**config.mk**
```make
export PLATFORM = sky130hd
export DESIGN_NAME = pport_loader
export DESIGN_NICKNAME = d
export VERILOG_FILES = /design/src/rtl/pport_loader_pkg.sv /design/src/rtl/pport_strobe_sync.sv /design/src/rtl/pport_load_ctrl.sv /design/src/rtl/pport_load_dp.sv /design/src/rtl/pport_loader.sv
export SDC_FILE = /design/constraint.sdc
export NUM_CORES = 1
export LEC_CHECK = 0
export BUFFER_PORTS_ARGS = -buffer_cell sky130_fd_sc_hd__buf_2
export CORE_MARGIN = 3
export CORE_UTILIZATION = 35
export DETAILED_ROUTE_END_ITERATION = 10
export PLACE_DENSITY_LB_ADDON = 0.12
export SYNTH_ARGS = -nofsm -noshare
export SYNTH_HDL_FRONTEND = slang
export SYNTH_HIERARCHICAL = 1
export SYNTH_SLANG_ARGS = --single-unit
```
**constraint.sdc**
```tcl
create_clock -name clk -period 3.5 [get_ports clk]
set_clock_uncertainty 0.05 [all_clocks]
set_input_delay 0 -clock clk [delete_from_list [all_inputs] [get_ports clk]]
set_output_delay 0 -clock clk [all_outputs]
set_load 0.02 [all_outputs]
```
**src/rtl/pport_loader_pkg.sv**
```systemverilog
package pport_loader_pkg;

  typedef enum logic [1:0] {
    ST_EMULATE  = 2'd0,
    ST_WAITRISE = 2'd1,
    ST_PULSE    = 2'd2,
    ST_GAP      = 2'd3
  } loadState_e;

  typedef struct packed {
    logic capNew;    // latch dataIn and current count into holding regs
    logic capPend;   // latch parked byte and current count into holding regs
    logic savePend;  // park dataIn while a write pulse runs
    logic advance;   // step the load counter
    logic clearCnt;  // zero the load counter
  } ctlStrobes_t;

endpackage

```
**src/rtl/pport_strobe_sync.sv**
```systemverilog
module pport_strobe_sync #(
  parameter int STAGES = 2
) (
  input  logic clk,
  input  logic rstN,
  input  logic strobeN,
  output logic fallSeen,
  output logic riseSeen
);
  logic [STAGES-1:0] syncChain;
  logic              lastLvl;

  genvar gi;
  generate
    for (gi = 0; gi < STAGES; gi++) begin : g_stage
      if (gi == 0) begin : g_first
        always_ff @(posedge clk) begin
          if (!rstN) syncChain[0] <= 1'b1;
          else       syncChain[0] <= strobeN;
        end
      end else begin : g_next
        always_ff @(posedge clk) begin
          if (!rstN) syncChain[gi] <= 1'b1;
          else       syncChain[gi] <= syncChain[gi-1];
        end
      end
    end
  endgenerate

  always_ff @(posedge clk) begin
    if (!rstN) lastLvl <= 1'b1;
    else       lastLvl <= syncChain[STAGES-1];
  end

  assign fallSeen = lastLvl & ~syncChain[STAGES-1];
  assign riseSeen = ~lastLvl & syncChain[STAGES-1];
endmodule

```
**src/rtl/pport_load_ctrl.sv**
```systemverilog
module pport_load_ctrl
  import pport_loader_pkg::*;
#(
  parameter int PULSE_CYCLES   = 8,
  parameter int TIMEOUT_CYCLES = 1000000
) (
  input  logic        clk,
  input  logic        rstN,
  input  logic        fallSeen,
  input  logic        riseSeen,
  output ctlStrobes_t ctl,
  output logic        busy,
  output logic        writeActive,
  output logic        sessionActive
);
  localparam int PW = $clog2(PULSE_CYCLES + 1);
  localparam int TW = $clog2(TIMEOUT_CYCLES + 1);
  localparam logic [PW-1:0] PULSE_LAST = PW'(PULSE_CYCLES - 1);
  localparam logic [TW-1:0] IDLE_LAST  = TW'(TIMEOUT_CYCLES - 1);

  loadState_e state, stateNext;
  logic [PW-1:0] pulseCnt;
  logic [TW-1:0] idleCnt;
  logic pendFall, pendRise;

  always_comb begin
    stateNext = state;
    ctl = '0;
    unique case (state)
      ST_EMULATE: begin
        if (fallSeen) begin
          ctl.capNew = 1'b1;
          stateNext  = ST_WAITRISE;
        end
      end
      ST_WAITRISE: begin
        if (riseSeen) stateNext = ST_PULSE;
      end
      ST_PULSE: begin
        if (fallSeen) ctl.savePend = 1'b1;
        if (pulseCnt == PULSE_LAST) begin
          ctl.advance = 1'b1;
          stateNext   = ST_GAP;
        end
      end
      ST_GAP: begin
        if (pendFall) begin
          ctl.capPend = 1'b1;
          stateNext   = (pendRise || riseSeen) ? ST_PULSE : ST_WAITRISE;
        end else if (fallSeen) begin
          ctl.capNew = 1'b1;
          stateNext  = ST_WAITRISE;
        end else if (idleCnt == IDLE_LAST) begin
          ctl.clearCnt = 1'b1;
          stateNext    = ST_EMULATE;
        end
      end
      default: stateNext = ST_EMULATE;
    endcase
  end

  always_ff @(posedge clk) begin
    if (!rstN) begin
      state    <= ST_EMULATE;
      pulseCnt <= '0;
      idleCnt  <= '0;
      pendFall <= 1'b0;
      pendRise <= 1'b0;
    end else begin
      state    <= stateNext;
      pulseCnt <= (state == ST_PULSE && stateNext == ST_PULSE) ? pulseCnt + 1'b1 : '0;
      idleCnt  <= (state == ST_GAP && stateNext == ST_GAP) ? idleCnt + 1'b1 : '0;
      if (ctl.capPend) begin
        pendFall <= 1'b0;
        pendRise <= 1'b0;
      end else if (state == ST_PULSE) begin
        if (fallSeen) pendFall <= 1'b1;
        if (riseSeen && (pendFall || fallSeen)) pendRise <= 1'b1;
      end
    end
  end

  assign busy          = (state == ST_WAITRISE) || (state == ST_PULSE);
  assign writeActive   = (state == ST_PULSE);
  assign sessionActive = (state != ST_EMULATE);
endmodule

```
**src/rtl/pport_load_dp.sv**
```systemverilog
module pport_load_dp
  import pport_loader_pkg::*;
#(
  parameter int ADDR_W = 16,
  parameter int DATA_W = 8
) (
  input  logic              clk,
  input  logic              rstN,
  input  ctlStrobes_t       ctl,
  input  logic [DATA_W-1:0] dataIn,
  output logic [ADDR_W-1:0] ramAddr,
  output logic [DATA_W-1:0] ramData
);
  logic [ADDR_W-1:0] loadCnt, addrHold;
  logic [DATA_W-1:0] dataHold, pendData;

  always_ff @(posedge clk) begin
    if (!rstN) begin
      loadCnt  <= '0;
      addrHold <= '0;
      dataHold <= '0;
      pendData <= '0;
    end else begin
      if (ctl.clearCnt)     loadCnt <= '0;
      else if (ctl.advance) loadCnt <= loadCnt + 1'b1;
      if (ctl.savePend) pendData <= dataIn;
      if (ctl.capNew) begin
        dataHold <= dataIn;
        addrHold <= loadCnt;
      end else if (ctl.capPend) begin
        dataHold <= pendData;
        addrHold <= loadCnt;
      end
    end
  end

  assign ramAddr = addrHold;
  assign ramData = dataHold;
endmodule

```
**src/rtl/pport_loader.sv**
```systemverilog
module pport_loader
  import pport_loader_pkg::*;
#(
  parameter int ADDR_W         = 16,
  parameter int SYNC_STAGES    = 2,
  parameter int PULSE_CYCLES   = 8,
  parameter int TIMEOUT_CYCLES = 1000000
) (
  input  logic              clk,
  input  logic              rstN,
  input  logic              strobeN,
  input  logic [7:0]        dataIn,
  output logic              busy,
  output logic              ack,
  output logic              ramWe,
  output logic [ADDR_W-1:0] ramAddr,
  output logic [7:0]        ramData,
  output logic              loadMode,
  output logic              targetResetN,
  output logic              activity
);
  logic fallSeen, riseSeen, writeActive, sessionActive;
  ctlStrobes_t ctl;

  pport_strobe_sync #(.STAGES(SYNC_STAGES)) u_sync (
    .clk(clk), .rstN(rstN), .strobeN(strobeN),
    .fallSeen(fallSeen), .riseSeen(riseSeen)
  );

  pport_load_ctrl #(.PULSE_CYCLES(PULSE_CYCLES), .TIMEOUT_CYCLES(TIMEOUT_CYCLES)) u_ctrl (
    .clk(clk), .rstN(rstN), .fallSeen(fallSeen), .riseSeen(riseSeen),
    .ctl(ctl), .busy(busy), .writeActive(writeActive), .sessionActive(sessionActive)
  );

  pport_load_dp #(.ADDR_W(ADDR_W), .DATA_W(8)) u_dp (
    .clk(clk), .rstN(rstN), .ctl(ctl), .dataIn(dataIn),
    .ramAddr(ramAddr), .ramData(ramData)
  );

  assign ack          = writeActive;
  assign ramWe        = writeActive;
  assign loadMode     = sessionActive;
  assign targetResetN = ~sessionActive;
  assign activity     = sessionActive;
endmodule

```
==> run summary <==
status: finished clean
row cnt: 36
clock buffer depth: 2
Clock Power Share: 40.4%
later-pin clock latency in the skew report: 0.35 ns
Tmin final: 2.59 ns
number of port buffers: 40
TritonCTS clock tree: done
largest net degree at the start of global routing: 40
Max-cap violations: 0
Worst VDD drop: 241 uV
initial antenna violation count: 0
RD Place Congestion: 0.787
CTS root buffer: clkbuf_8
CTS H-tree depth: 3
CP delay by family, top: simple AND/OR/NAND/NOR gates
Post-synth EDFFs: 0
Avg WL per Cell: 13.9 um
Fin. Hold Viols: 0
switching power: 0.449 mW
critical path peak fanout: 10
DRT iter0 DRCs: 149
Post-CTS Resized: 0
sequential area share after synthesis: 42.9%
fillers: 1018
vias in the first global route: 2754
Worst-Margin Slew: 0.863 ns
Detailed Route WL: 8.06 mm
Slowest-stage cell, CP: or4_1
# IOs: 41
global-route wire length before repair: 13.5 mm
# nets final: 462
Final Max Slew Viols: 0
Switching Share: 24.5%
pre-CTS WS: 0.894 ns
CP required: 3.71 ns
Setup TNS: 0 ns
WP buf/inv: 1
combinational share of power: 9.6%
full die area: 11800 um2
Largest stage delay, worst path: 0.48 ns
Mapped Cells: 404
final setup vio count: 0
clk slew on worst S/H paths: 0.08 ns
initial core utilization: 36.9%
Synth Flop Type: dfxtp_1
syn_nets: 423
critical path cell sequence: inv_1 > ha_1 > and4b_1 > and4_1 > nand4_4 > or4_1 > a21oi_1
CORE AREA: 10000 um2
GRT Total Usage: 14.4%
final instance area: 4260 um2
Cell variety after synth: 45
PwrDens: 431 nW/um2
Netlist Area Pre-Place: 3690 um2
detailed-route vias per instance: 5.02
Sink Count: 79
fmax: 386 MHz
footprint of the multi-input gates: 1920 um2
crit share post-route: 74.0%
leakage: 1.47 nW
Reg power frac: 50.0%
Reg area: 1580 um2
Placed Area: 3960 um2
yosys warns: 6
CP Launch Type: flip-flop
DRT Pass-1 Iters: 6
Avg Inst Size Synth: 9.13 um2
Synth async-reset ratio: 0%
Routed Antenna Nets: 0
via count: 2914
Die Wd: 109 um
final setup margin: 0.911 ns
Worst Path Arrival: 2.80 ns
Worst Hold Class: input pin to flip-flop
Die Span Y: 109 um
Worst Setup End Kind: flip-flop
hpwl dp: 5.29 mm
grt total ovfl: 0
Int Pwr: 1.39 mW
total CTS buffers: 9
Yosys reg bits: 79
CP Class: flip-flop to flip-flop
antenna cells: 0
Max-slew headroom: 42.3%
RSZ-0062 raised after global routing: no
synthesis-to-layout area growth: 15.5%
share of cells above drive strength 1: 15.4%
drt drc: 0
## sequential cells by signal (all words and copies together) (netlist names)
| register | cells |
|---|---|
| u_sync/syncChain | 2 |
| u_ctrl/pendRise | 1 |
| u_dp/ramAddr | 16 |
| u_ctrl/pendFall | 1 |
| u_ctrl/state | 2 |
| u_dp/loadCnt | 16 |
| u_sync/lastLvl | 1 |
| u_dp/pendData | 8 |
| u_ctrl/pulseCnt | 4 |
| u_ctrl/idleCnt | 20 |
| u_dp/ramData | 8 |
## cells by family after synthesis
group	count (synthesis)	synth area share, %
compound gates	72	14.5
xor+xnor	25	5.94
fa+ha+maj	8	2.71
buf+inv	41	5.16
flops	79	42.9
mux	17	4.61
simple gates	162	24.2
## placed cells by master, fill, tap and decap left out, types with 2 or more instances in the layout
cell           instances
xnor2_1               14
mux2i_1               17
or4_4                  2
o21ai_0               14
dlygate4sd3_1          9
buf_4                  4
bufinv_16              2
clkinv_2               2
dfxtp_1               79
clkbuf_8              10
a21oi_1                7
nor3b_1                2
nand3_1               11
nor3_1                 3
xor2_1                11
and2_1                 9
o211ai_1               3
or4_1                  6
buf_2                 40
nor2_1                18
and4_1                 3
ha_1                   8
nand2b_1               6
or3_1                  6
nor4_1                 3
a222oi_1               5
inv_1                 16
a221oi_1              15
nor2b_1               11
nand4_4                2
nor4b_1                6
o31ai_1                6
nand2_1               59
nand4_1                6
a21boi_0              17
## cells in the mapped netlist (2+ instances only)
cell | n | area, um2
nor2b_1 | 11 | 68.8
xor2_1 | 11 | 96.3
or3_1 | 6 | 37.5
nand2b_1 | 6 | 37.5
nor2_1 | 18 | 67.6
or4_1 | 6 | 45.0
a21boi_0 | 17 | 128
nand4_1 | 6 | 37.5
and4_1 | 3 | 26.3
a221oi_1 | 15 | 131
ha_1 | 8 | 100
nand2_1 | 59 | 221
clkbuf_1 | 14 | 52.6
mux2i_1 | 17 | 170
o31ai_1 | 6 | 45.0
nand4_4 | 2 | 42.5
o21ai_0 | 15 | 75.1
buf_6 | 2 | 22.5
nor3_1 | 3 | 15.0
and2_1 | 9 | 56.3
a222oi_1 | 5 | 50.1
nor3b_1 | 3 | 22.5
nor4b_1 | 6 | 52.6
a21oi_1 | 7 | 35.0
nor4_1 | 3 | 18.8
inv_1 | 16 | 60.1
or4_4 | 2 | 22.5
dfxtp_1 | 79 | 1580
buf_4 | 4 | 30.0
buf_2 | 5 | 25.0
nand3_1 | 11 | 55.1
xnor2_1 | 14 | 123
o211ai_1 | 3 | 22.5
## final timing paths
| kind | from | end | slack [ns] | depth (start not counted) |
|---|---|---|---|---|
| setup / recovery | u_ctrl/state[0] | u_dp/loadCnt[15] | 0.91 | 7 |
| hold / removal | rstN | u_ctrl/state[1] | 0.05 | 4 |
| setup reg to reg | u_ctrl/state[0] | u_dp/loadCnt[15] | 0.91 | 7 |
| hold reg to reg | u_sync/syncChain[0] | u_sync/syncChain[1] | 0.37 | 1 |
## metal layers
layer / GRT usage, % / wire [um] / vias to the layer above
met3: 3.61 / 379 / 8
met5: 0 / 0 / -
li1: - / - / 1497
met4: 4.60 / 97 / 0
met2: 21.9 / 3450 / 61
met1: 19.9 / 4130 / 1348
## through the flow
step / util [%] / power, mW / instances / hold WS [ns]
6_report: 42.6 / 1.84 / 580 / 0.0459
5_1_grt: 42.6 / 1.92 / 580 / 0.0474
4_1_cts: 42.6 / 1.87 / 580 / 0.0245
3_5_place_dp: 39.6 / 1.11 / 556 / 0.145
3_3_place_gp: 39.6 / 1.11 / 556 / 0.141
2_1_floorplan: - / 1.06 / 404 / 0.0230
## repair_timing
item                                   in CTS  in global routing
buffers inserted                            0                  0
endpoints found under the hold margin      17                  0
hold buffers                                9                  0
## final cells by class
| type | count | share of cell area, % |
|---|---|---|
| multi-input cells | 284 | 45.1 |
| repair buffers | 53 | 7.52 |
| clock inverters | 4 | 1.64 |
| flip-flops and latches | 79 | 37.1 |
| clock buffers | 11 | 3.32 |
| well taps | 133 | 3.91 |
| inverters | 16 | 1.41 |
## worst reg2reg max path, stage by stage, from the launching register on
cell,delay [ns]
dfxtp_1,0.37
inv_1,0.14
ha_1,0.32
and4b_1,0.47
and4_1,0.40
nand4_4,0.14
or4_1,0.48
a21oi_1,0.14
## power groups by stage
stage / clock network, mW / registers (mW) / logic, mW
floorplan: 0 / 0.943 / 0.117
global placement: 0 / 0.939 / 0.170
detailed placement: 0 / 0.940 / 0.171
CTS: 0.771 / 0.918 / 0.180
global route: 0.805 / 0.921 / 0.196
finish: 0.741 / 0.918 / 0.176
Power figures use the tool's default switching activity.
